File: config.mk
export PLATFORM = sky130hd
export DESIGN_NAME = irq_entry_ctrl
export DESIGN_NICKNAME = d
export VERILOG_FILES = /design/src/rtl/irq_entry_pkg.sv /design/src/rtl/irq_cmd_decode.sv /design/src/rtl/irq_take_unit.sv /design/src/rtl/irq_state_regs.sv /design/src/rtl/irq_entry_ctrl.sv
export SDC_FILE = /design/constraint.sdc
export NUM_CORES = 1
export LEC_CHECK = 0
export ABC_AREA = 1
export BUFFER_PORTS_ARGS = -buffer_cell sky130_fd_sc_hd__buf_4
export CAP_MARGIN = 40
export CORE_MARGIN = 5
export CORE_UTILIZATION = 44
export CTS_BUF_LIST = sky130_fd_sc_hd__clkbuf_4 sky130_fd_sc_hd__clkbuf_8
export DETAILED_ROUTE_END_ITERATION = 10
export PLACE_DENSITY_LB_ADDON = 0.3
export SLEW_MARGIN = 20
export SYNTH_ARGS = -nofsm -noshare
export SYNTH_HDL_FRONTEND = slang
export SYNTH_HIERARCHICAL = 1
export SYNTH_SLANG_ARGS = --single-unit
File: constraint.sdc
create_clock -name clk -period 1.7 [get_ports clk]
set_input_delay 0.17 -clock clk [delete_from_list [all_inputs] [get_ports clk]]
set_output_delay 0.17 -clock clk [all_outputs]
set_load 0.03 [all_outputs]
File: src/rtl/irq_entry_pkg.sv
package irq_entry_pkg;

    localparam int XLEN     = 32;
    localparam int INFO_W   = 16;
    localparam int SRC_W    = 8;
    localparam int VEC_LSB  = 4;
    localparam int OPC_W    = 5;

    typedef enum logic [OPC_W-1:0] {
        OPC_INT_ON   = 5'd10,
        OPC_INT_OFF  = 5'd11,
        OPC_SAVE     = 5'd16,
        OPC_RESTORE  = 5'd17,
        OPC_RETURN   = 5'd29
    } irq_opc_e;

    typedef struct packed {
        logic set_en;
        logic clr_en;
        logic save;
        logic restore;
        logic ret;
    } irq_cmd_t;

    localparam irq_cmd_t CMD_NONE = '{default: 1'b0};

endpackage

File: src/rtl/irq_cmd_decode.sv
module irq_cmd_decode
    import irq_entry_pkg::*;
(
    input  logic             clk,
    input  logic             rst,
    input  logic             fetch_start,
    input  logic             op_valid,
    input  logic [OPC_W-1:0] opcode,
    output irq_cmd_t         cmd
);

    // An opcode strobe is only honoured outside fetch steps.
    logic live;
    assign live = op_valid && !fetch_start;

    always_comb begin
        cmd = CMD_NONE;
        if (live) begin
            unique case (opcode)
                OPC_INT_ON:  cmd.set_en  = 1'b1;
                OPC_INT_OFF: cmd.clr_en  = 1'b1;
                OPC_SAVE:    cmd.save    = 1'b1;
                OPC_RESTORE: cmd.restore = 1'b1;
                OPC_RETURN:  cmd.ret     = 1'b1;
                default:     cmd = CMD_NONE;
            endcase
        end
    end

    AST_CMD_EXCLUSIVE: assert property (@(posedge clk) disable iff (rst)
        $countones(cmd) <= 1);

    AST_FETCH_MUTES_CMD: assert property (@(posedge clk) disable iff (rst)
        fetch_start |-> (cmd == CMD_NONE));

endmodule

File: src/rtl/irq_take_unit.sv
module irq_take_unit #(
    parameter int DATA_W  = irq_entry_pkg::XLEN,
    parameter int SRC_W   = irq_entry_pkg::SRC_W,
    parameter int VEC_LSB = irq_entry_pkg::VEC_LSB
) (
    input  logic              fetch_start,
    input  logic              irq_req,
    input  logic              int_en,
    input  logic [SRC_W-1:0]  src_vec,
    output logic              take,
    output logic [DATA_W-1:0] vector
);

    localparam int VEC_MSB = VEC_LSB + SRC_W - 1;

    initial begin
        if (VEC_MSB >= DATA_W)
            $error("source code field does not fit the address width");
    end

    assign take = fetch_start && irq_req && int_en;

    // The source code sits in a fixed field; all other bits are zero.
    always_comb begin
        vector = '0;
        vector[VEC_MSB:VEC_LSB] = src_vec;
    end

endmodule

File: src/rtl/irq_state_regs.sv
module irq_state_regs
    import irq_entry_pkg::*;
#(
    parameter int DATA_W = XLEN,
    parameter int INFO_W = irq_entry_pkg::INFO_W
) (
    input  logic              clk,
    input  logic              rst,
    input  logic              take,
    input  irq_cmd_t          cmd,
    input  logic [DATA_W-1:0] cur_pc,
    input  logic [INFO_W-1:0] src_info,
    input  logic [DATA_W-1:0] opnd_a,
    input  logic [DATA_W-1:0] opnd_b,
    output logic              int_en,
    output logic [DATA_W-1:0] saved_pc,
    output logic [INFO_W-1:0] saved_info
);

    always_ff @(posedge clk) begin
        if (rst) begin
            int_en     <= 1'b0;
            saved_pc   <= '0;
            saved_info <= '0;
        end else if (take) begin
            int_en     <= 1'b0;
            saved_pc   <= cur_pc;
            saved_info <= src_info;
        end else begin
            if (cmd.set_en || cmd.ret) int_en <= 1'b1;
            if (cmd.clr_en)            int_en <= 1'b0;
            if (cmd.restore) begin
                saved_info <= opnd_a[INFO_W-1:0];
                saved_pc   <= opnd_b;
            end
        end
    end

    AST_TAKE_CLOSES_EN: assert property (@(posedge clk) disable iff (rst)
        take |=> !int_en);

    AST_TAKE_SAVES_PC: assert property (@(posedge clk) disable iff (rst)
        take |=> (saved_pc == $past(cur_pc)));

    AST_TAKE_SAVES_INFO: assert property (@(posedge clk) disable iff (rst)
        take |=> (saved_info == $past(src_info)));

    AST_RETURN_OPENS_EN: assert property (@(posedge clk) disable iff (rst)
        cmd.ret |=> int_en);

    AST_OFF_CLEARS_EN: assert property (@(posedge clk) disable iff (rst)
        cmd.clr_en |=> !int_en);

    AST_IDLE_KEEPS_STATE: assert property (@(posedge clk) disable iff (rst)
        (!take && cmd == CMD_NONE) |=>
            ($stable(int_en) && $stable(saved_pc) && $stable(saved_info)));

endmodule

File: src/rtl/irq_entry_ctrl.sv
module irq_entry_ctrl
    import irq_entry_pkg::*;
(
    input  logic                 clk,
    input  logic                 rst,
    input  logic                 fetch_start,
    input  logic                 irq_req,
    input  logic [SRC_W-1:0]     src_vec,
    input  logic [INFO_W-1:0]    src_info,
    input  logic [XLEN-1:0]      cur_pc,
    input  logic                 op_valid,
    input  logic [OPC_W-1:0]     opcode,
    input  logic [XLEN-1:0]      opnd_a,
    input  logic [XLEN-1:0]      opnd_b,
    output logic                 pc_load,
    output logic [XLEN-1:0]      pc_next,
    output logic                 irq_ack,
    output logic                 int_en,
    output logic                 save_valid,
    output logic [XLEN-1:0]      save_info,
    output logic [XLEN-1:0]      save_pc
);

    irq_cmd_t          cmd;
    logic              take;
    logic [XLEN-1:0]   vector;
    logic [XLEN-1:0]   saved_pc;
    logic [INFO_W-1:0] saved_info;

    irq_cmd_decode u_decode (
        .clk         (clk),
        .rst         (rst),
        .fetch_start (fetch_start),
        .op_valid    (op_valid),
        .opcode      (opcode),
        .cmd         (cmd)
    );

    irq_take_unit #(
        .DATA_W  (XLEN),
        .SRC_W   (SRC_W),
        .VEC_LSB (VEC_LSB)
    ) u_take (
        .fetch_start (fetch_start),
        .irq_req     (irq_req),
        .int_en      (int_en),
        .src_vec     (src_vec),
        .take        (take),
        .vector      (vector)
    );

    irq_state_regs #(
        .DATA_W (XLEN),
        .INFO_W (INFO_W)
    ) u_state (
        .clk        (clk),
        .rst        (rst),
        .take       (take),
        .cmd        (cmd),
        .cur_pc     (cur_pc),
        .src_info   (src_info),
        .opnd_a     (opnd_a),
        .opnd_b     (opnd_b),
        .int_en     (int_en),
        .saved_pc   (saved_pc),
        .saved_info (saved_info)
    );

    assign irq_ack    = take;
    assign pc_load    = take || cmd.ret;
    assign save_valid = cmd.save;
    assign save_pc    = saved_pc;

    always_comb begin
        save_info = '0;
        save_info[INFO_W-1:0] = saved_info;
    end

    always_comb begin
        if (take)         pc_next = vector;
        else if (cmd.ret) pc_next = saved_pc;
        else              pc_next = '0;
    end

    AST_ACK_SINGLE: assert property (@(posedge clk) disable iff (rst)
        irq_ack |=> !irq_ack);

    AST_LOAD_SOURCE: assert property (@(posedge clk) disable iff (rst)
        pc_load |-> (irq_ack || (op_valid && opcode == OPC_RETURN)));

    AST_ACK_NEEDS_FETCH: assert property (@(posedge clk) disable iff (rst)
        irq_ack |-> (fetch_start && irq_req));

    AST_ACK_ADDR_FIELD: assert property (@(posedge clk) disable iff (rst)
        irq_ack |-> (pc_next[3:0] == 4'h0 && pc_next[XLEN-1:12] == '0));

    AST_FETCH_KEEPS_EN: assert property (@(posedge clk) disable iff (rst)
        (fetch_start && !irq_ack) |=> $stable(int_en));

endmodule

# Word-level counts from Yosys, hierarchy flattened
# Index checks and enable logic that the tools add are counted.
# Widths: inputs -> output; s select.
[classes]
addsub = 0
n_mul = 0
div_mod_pow = 0
order_cmp = 0
n_eq_ne = 5
shifts = 0
n_mux = 12
bitwise = 0
reduce_logical = 8
[ops]
columns = ["operator", "count"]
rows = [
  ["$mux 32", 4],
  ["$mux 16", 2],
  ["$eq 5x5->1 const B", 3],
  ["$eq 5x4->1 const B", 2],
  ["$mux 1", 5],
  ["$mux 5", 1],
  ["$logic_and 1x1->1", 3],
  ["$reduce_or 3->1", 1],
  ["$logic_or 1x1->1", 2],
  ["$reduce_bool 2->1", 1],
  ["$logic_not 1->1", 1],
]
[word_totals]
regBits = 49
latch_bits = 0
mem_bits_rw = 0
rom_bits = 0
inputBits = 130
out_inout_bits = 100
wordCells = 28
n_memories = 0

# Longest topological paths before layout
# Gate-level depths: netlist of run 1.
[depth]
word_depth = 5
mapped_depth = 11

# By module
# Netlist of run 1, hierarchy kept.
[by_module_without_submodules]
columns = ["module", "instances", "cells_per_inst", "area_per_inst_um2", "seq_area_each_um2"]
rows = [
  ["irq_state_regs", 1, 370, 2388.5, 980.9],
  ["irq_entry_ctrl", 1, 126, 834.6, 0.0],
  ["irq_take_unit", 1, 36, 257.7, 0.0],
  ["irq_cmd_decode", 1, 22, 96.3, 0.0],
]

# Worst setup path before layout of run 1
# Ideal clock, no wire load.
[synth_path]
path_kind = "reg-to-reg"
startpoint = "register u_state.int_en"
endpoint = "register u_state.saved_pc[6]"
t_arrival_ns = 1.671
t_required_ns = 1.590
path_slack_ns = -0.081
path_stages_with_launch = 11
synth_period_minus_slack_ns = 1.781
path_cell_list = "dfxtp_1 inv_1 nor2_2 buf_6 inv_2 buf_6 buf_4 nand3_1 nand3_1 nand2_1 inv_1"
[synth_between]
elab_chain_len = 2
word_cells_on_any_way = 3
cone_classes = "mux: 1; reduce/logical: 2"
[synth_lines]
columns = ["element", "line_no", "text"]
rows = [
  ["start: declaration", "irq_state_regs.sv:15", "output logic int_en,"],
  ["start signal: assignment", "irq_state_regs.sv:22", "int_en <= 1'b0;"],
  ["start signal: assignment", "irq_state_regs.sv:26", "int_en <= 1'b0;"],
  ["start signal: assignment", "irq_state_regs.sv:30", "if (cmd.set_en || cmd.ret) int_en <= 1'b1;"],
  ["$logic_and 1x1->1 *", "irq_take_unit.sv:21", "assign take = fetch_start && irq_req && int_en;"],
  ["net irq_ack", "irq_entry_ctrl.sv:17", "output logic irq_ack,"],
  ["$mux 32 or $reduce_bool 2->1 (tied branches)", "--", ""],
  ["end signal: assignment", "irq_state_regs.sv:27", "saved_pc <= cur_pc;"],
  ["end signal: assignment", "irq_state_regs.sv:34", "saved_pc <= opnd_b;"],
  ["end: declaration", "irq_state_regs.sv:16", "output logic [DATA_W-1:0] saved_pc,"],
]
# The timed path passes the listed nets; every way through them passes the cells marked *.
# A chain may end at the register's enable or synchronous reset.

# Final worst setup path of run 1
[layout_path]
startpoint = "register u_state.int_en"
endpoint = "output pc_next[14]"
[layout_between]
elab_chain_len = 2
[layout_lines]
columns = ["element", "line_no", "text"]
rows = [
  ["$logic_and 1x1->1", "irq_take_unit.sv:21", ""],
  ["$mux 32", "irq_entry_ctrl.sv:80", "if (take) pc_next = vector;"],
  ["end: declaration", "irq_entry_ctrl.sv:16", "output logic [XLEN-1:0] pc_next,"],
]
# No other way between the ends.

==> results of run 1 <==
==> sequential cells by signal (all words and copies together), names as in the netlist <==
signal and flops:
u_state/saved_info 16, u_state/saved_pc 32, u_state/int_en 1
==> layer usage <==
metal | up-vias | wire [µm] | GRT usage | part of all wire
met2 | 153 | 5690 | 0.363 | 0.51
met3 | 11 | 1160 | 0.0785 | 0.10
met1 | 1740 | 4220 | 0.221 | 0.38
li1 | 1967 | - | - | -
met4 | 0 | 106 | 0.0570 | 0.0095
met5 | - | 0 | 0 | 0
==> logic make-up (layout without fill, tap and decap cells) <==
logic type,Yosys count,count (layout)
buffers and inverters,141,278
flip-flops,49,49
other,2,40
AND/OR/NAND/NOR,362,363
==> path summary, 6_finish.rpt <==
check / startpoint / end / cells past startpoint
setup / recovery: u_state/int_en$_SDFFE_PP0P_ / pc_next[14] / 7
hold / removal: src_info[10] / u_state/saved_info[10]$_SDFFE_PP0P_ / 5
setup reg to reg: u_state/int_en$_SDFFE_PP0P_ / u_state/saved_info[11]$_SDFFE_PP0P_ / 9
hold reg to reg: u_state/int_en$_SDFFE_PP0P_ / u_state/int_en$_SDFFE_PP0P_ / 2
==> cells in the mapped netlist (all sizes together) <==
cell | number | share of area
nand2 | 215 | 0.23
nand3 | 131 | 0.23
buf | 76 | 0.17
inv | 56 | 0.061
dfxtp | 49 | 0.27
nor2 | 14 | 0.020
clkbuf | 9 | 0.018
conb | 2 | 0.0021
nor3 | 1 | 0.0014
or2 | 1 | 0.0017
==> cell type report <==
| class | instances | area [µm²] | area share |
|---|---|---|---|
| Multi-Input combinational cell | 403 | 1870 | 0.372 |
| Timing Repair Buffer | 214 | 1710 | 0.340 |
| Sequential cell | 49 | 982 | 0.195 |
| Inverter | 56 | 225 | 0.0447 |
| Tap cell | 102 | 128 | 0.0253 |
| Clock buffer | 7 | 90.1 | 0.0179 |
| Clock inverter | 1 | 30.0 | 0.00596 |
==> power by group <==
| part | total, W | internal [W] | switching [W] |
|---|---|---|---|
| sequential | 0.00116 | 0.00116 | 0.00000672 |
| clock | 0.000879 | 0.000496 | 0.000383 |
| combinational | 0.000380 | 0.000201 | 0.000179 |
| total | 0.00242 | 0.00185 | 0.000569 |
==> repair_timing <==
item,CTS,global route
cloned,0,2
gates resized for setup,9,6
endpoints found under the hold margin,0,0
hold buffers,0,0
setup endpoints to repair,33,60
pin swaps,1,2
setup buffers,1,3
==> per-stage QoR <==
step	hold WS, ps	setup TNS, ps	cell area (µm²)
6_report	159	0	5040
5_1_grt	160	-65.5	5040
4_1_cts	156	0	4970
3_5_place_dp	469	-192	4810
3_3_place_gp	458	-3720	4780
2_1_floorplan	370	0	3720
==> worst reg2reg max path: cells and delay by family (launching register included) <==
kind                   cells  cell delay, ps
buffers and inverters      4             500
DFF                        1             340
and+or+nand+nor            5             570
==> reports/metrics.csv, run 1 <==
stage,metric,value,unit
run_status,outcome,finished clean,
synthesis,synth_compound_area_frac,0,
route,ant_nets,0,
power_and_ir_drop,p_leak,2.93,nW
synthesis,yosys_register_bits,49,
global_route,grt_max_degree,49,
clock_tree,clockRootBuffer,clkbuf_8,
worst_hold_path,min_path_type,input port to flip-flop,
cells_and_area,nNetsFinal,859,
global_route,grt_pass1_wl,16800,µm
timing,max_freq,612,MHz
critical_path,cpPeakStageDelay,360,ps
route,first_iter_violations,118,
power_and_ir_drop,total_power,0.00242,W
timing,relSlewSlack,0.620,
timing,tightest_slew,570,ps
clock_tree,htreeDepth,2,
synthesis,synth-xor-area-share,0,
cells_and_area,most-common-layout-cells,"nand2_1 (215), buf_4 (204), nand3_1 (101), inv_1 (52), dfxtp_1 (48)",
critical_path,rrSetupSlack,240,ps
route,drc_errors,0,
cells_and_area,num_antenna_cells,0,
critical_path,arrival,1460,ps
clock_tree,cts_tree,built,
route,wirelength,11200,µm
power_and_ir_drop,p_per_area,480,nW/µm²
timing,fin_crit,1630,ps
route,avgViaCountPerCell,4.65,
critical_path,worst-setup-path-type,flip-flop to output port,
timing,maxSlewViolCount,0,
synthesis,yosysWarningCount,6,
timing,setup_viol,0,
synthesis,synthAdderAreaFrac,0,
cells_and_area,num-fill-cells,712,
cells_and_area,stdcell_count,832,
clock_tree,cts.path.max_buffers,2,
critical_path,cp_cell_sequence,inv_2 -> nor2_4 -> buf_8 -> inv_12 -> nand3_2 -> nand2_1 -> buf_4,
timing,fin_crit_sh,0.961,
timing,finalHoldViolCount,0,
timing,layout_setup_ws,65.6,ps
power_and_ir_drop,ir_worst_vdd,0.000432,V
floorplanning,die_h,100,µm
synthesis,synth_top_family_by_area,simple AND/OR/NAND/NOR gates,
cells_and_area,drive_above_1_share,0.363,
floorplanning,die-area,10000,µm²
place,dp_hpwl,8220,µm
place,gp_congestion,0.875,
critical_path,slowest_stage,dfxtp_2,
critical_path,worstPathMaxFanout,32,
synthesis,seq_area_frac_synth,0.274,
critical_path,end_kind,output port,
clock_tree,cts.clk_slew.worst_paths,90,ps
route,vias,3871,
critical_path,required,1530,ps
global_route,grt.total_usage,0.202,
critical_path,crit_path_start_kind,flip-flop,
synthesis,syn_area,3580,µm²
synthesis,synth_cell_types,20,
place,place_inst,818,
timing,skew,6.30,ps
route,routedWlPerCell,13.4,µm
clock_tree,clk_latency,300,ps
job,maxCapViolations,0,
floorplanning,start_util,0.458,
synthesis,synthMuxAreaShare,0,
critical_path,path_buf_inv,4,
synthesis,synthCells,554,
route,drt_pre_antenna_iters,4,
cells_and_area,syn2layout_area_growth,40.9,%
floorplanning,row_count,32,
global_route,grt_pass1_vias,3714,
place,io_buffers,197,
critical_path,critical_path.top_delay_family,buffers and inverters,
clock_tree,numClockSinks,49,
global_route,grt-ovfl-total,0,
cells_and_area,layout_commonest_cell,nand2_1,
synthesis,synth_area_per_cell,6.46,µm²
synthesis,synthSimpleGateAreaFrac,0.474,
floorplanning,die_w,100,µm
global_route,antenna_found_initial,0,
timing,rsz0062_at_grt,true,
floorplanning,ios,230,
place,place_ws,-45.0,ps
floorplanning,core,7810,µm²
cells_and_area,fin_util,0.646,
clock_tree,cts_buffers,5,
No activity file was read; power rests on OpenSTA's default activity.
==> inputs of run 2 (changes only) <==
Settings changed: REMOVE_ABC_BUFFERS from default to 1.
==> run 2 against run 1 <==
Clock skew rose by 3.3 ps. Setup slack got worse by 36 ps. Final cell count up 0.60%. Fmax fell by 2.1%. Via count up 3.6%. Clock power up 0.6%. Global-route usage grew 1.2 points. Largest cell class unchanged.
==> reports/metrics.csv, run 2 (synthesis results as in run 1) <==
stage,metric,value,unit
timing,hold_slack,154,ps
critical_path,arrival,1500,ps
global_route,grt.total_usage,0.215,
power_and_ir_drop,p_per_area,470,nW/µm²
global_route,grt-ovfl-total,0,
route,avgViaCountPerCell,4.79,
critical_path,cpPeakStageDelay,360,ps
place,dp_hpwl,8260,µm
global_route,grt_pass1_wl,17700,µm
cells_and_area,fin_util,0.663,
floorplanning,die_h,100,µm
floorplanning,row_count,32,
clock_tree,ctsHoldBuffers,0,
cells_and_area,multi_input_comb_area,1880,µm²
clock_tree,cts_tree,built,
critical_path,crit_path_start_kind,flip-flop,
cells_and_area,reg.largest.list,"u_state/saved_pc: 32 flops, u_state/saved_info: 16 flops, u_state/int_en: 1 flops",
critical_path,end_kind,output port,
critical_path,required,1530,ps
route,wirelength,12200,µm
route,drc_errors,0,
critical_path,worstPathMaxFanout,16,
timing,layout_setup_ws,30.1,ps
floorplanning,core,7810,µm²
timing,fin_crit_sh,0.982,
route,vias,4012,
job,maxCapViolations,0,
route,ant_nets,0,
place,place_ws,10.2,ps
timing,tightest_slew,559,ps
run_status,outcome,finished clean,
floorplanning,start_util,0.458,
clock_tree,clk_latency,300,ps
global_route,antenna_found_initial,0,
cells_and_area,num_antenna_cells,0,
cells_and_area,top_register,u_state/saved_pc,
critical_path,worst-setup-path-type,flip-flop to output port,
floorplanning,die_w,100,µm
cells_and_area,most-common-layout-cells,"nand2_1 (213), buf_4 (197), nand3_1 (100), inv_1 (52), dfxtp_1 (48)",
power_and_ir_drop,ir_worst_vdd,0.000369,V
route,first_iter_violations,114,
cells_and_area,largest_reg_flops,32,
cells_and_area,drive_above_1_share,0.371,
clock_tree,htreeDepth,2,
route,drt_pre_antenna_iters,4,
clock_tree,clockRootBuffer,clkbuf_8,
cells_and_area,ff_latch_area,982,µm²
timing,max_freq,599,MHz
place,io_buffers,197,
timing,skew,9.63,ps
critical_path,cp_cell_sequence,inv_2 -> nor2_4 -> buf_12 -> inv_8 -> nand3_2 -> nand2_1 -> buf_4,
global_route,grt_max_degree,50,
critical_path,rrSetupSlack,80,ps
worst_hold_path,min_path_type,input port to flip-flop,
global_route,grt_pass1_vias,3758,
timing,rsz0062_at_grt,true,
cells_and_area,nNetsFinal,864,
route,routedWlPerCell,14.5,µm
timing,setup_viol,0,
cells_and_area,layout_commonest_cell,nand2_1,
cells_and_area,syn2layout_area_growth,44.6,%
clock_tree,cts.path.max_buffers,2,
clock_tree,numClockSinks,49,
power_and_ir_drop,total_power,0.00243,W
floorplanning,die-area,10000,µm²
critical_path,slowest_stage,dfxtp_2,
place,gp_congestion,0.845,
timing,finalSetupTns,0,ps
power_and_ir_drop,p_leak,2.97,nW
floorplanning,ios,230,
clock_tree,cts.clk_slew.worst_paths,100,ps
timing,finalHoldViolCount,0,
clock_tree,cts_buffers,5,
timing,fin_crit,1670,ps
timing,maxSlewViolCount,0,
cells_and_area,num-fill-cells,702,
timing,relSlewSlack,0.627,
run 2: changes by cell type in the layout (fill, tap and decap cells not counted), sizes merged:
cell | previous run | this run
clkinvlp | 0 | 1
clkinv | 0 | 1
inv | 56 | 57
buf | 213 | 215
run 2: cell type report:
type / count / area share
multi-input cells: 403 / 0.364
repair buffers: 217 / 0.348
flip-flops and latches: 49 / 0.190
inverters: 56 / 0.0457
well taps: 102 / 0.0247
clock buffers: 6 / 0.0160
clock inverters: 2 / 0.00726
repair inverters: 2 / 0.00435
run 2: what timing repair did:
action	CTS	global route
pin swaps	1	2
gates cloned	0	5
gates resized for setup	10	15
hold endpoints to repair	0	0
setup endpoints to repair	34	30
setup buffers	3	4
run 2: critical path: cells and delay by family (launching register included):
kind                   cells  cell delay, ps
buffers and inverters      4             510
flip-flops                 1             360
AND/OR/NAND/NOR            3             340
run 2: final timing paths:
| path | from | end | depth (start not counted) |
|---|---|---|---|
| setup / recovery | u_state/int_en$_SDFFE_PP0P_ | pc_next[21] | 7 |
| hold / removal | src_info[4] | u_state/saved_info[4]$_SDFFE_PP0P_ | 5 |
| setup reg to reg | u_state/int_en$_SDFFE_PP0P_ | u_state/saved_pc[19]$_SDFFE_PP0P_ | 10 |
| hold reg to reg | u_state/int_en$_SDFFE_PP0P_ | u_state/int_en$_SDFFE_PP0P_ | 2 |
run 2: where the power goes:
group	leakage [nW]	total (W)	internal [W]	switching, W
Clock	0.0574	0.000884	0.000479	0.000405
Combinational	2.52	0.000385	0.000204	0.000181
Sequential	0.395	0.00116	0.00116	0.00000685
Total	2.97	0.00243	0.00184	0.000594
run 2: stage by stage:
| stage | cells | instance area, µm² |
|---|---|---|
| after detailed placement | 817 | 4820 |
| after global placement | 816 | 4800 |
| after floorplan | 507 | 3050 |
| final | 837 | 5170 |
| after CTS | 828 | 5010 |
| after global routing | 837 | 5170 |
run 2: metal layers:
metal	share of wire	up-vias	track usage
met5	0	-	0
met4	0.018	0	0.0570
met3	0.11	18	0.0757
met2	0.49	199	0.374
met1	0.38	1815	0.250
li1	-	1980	-
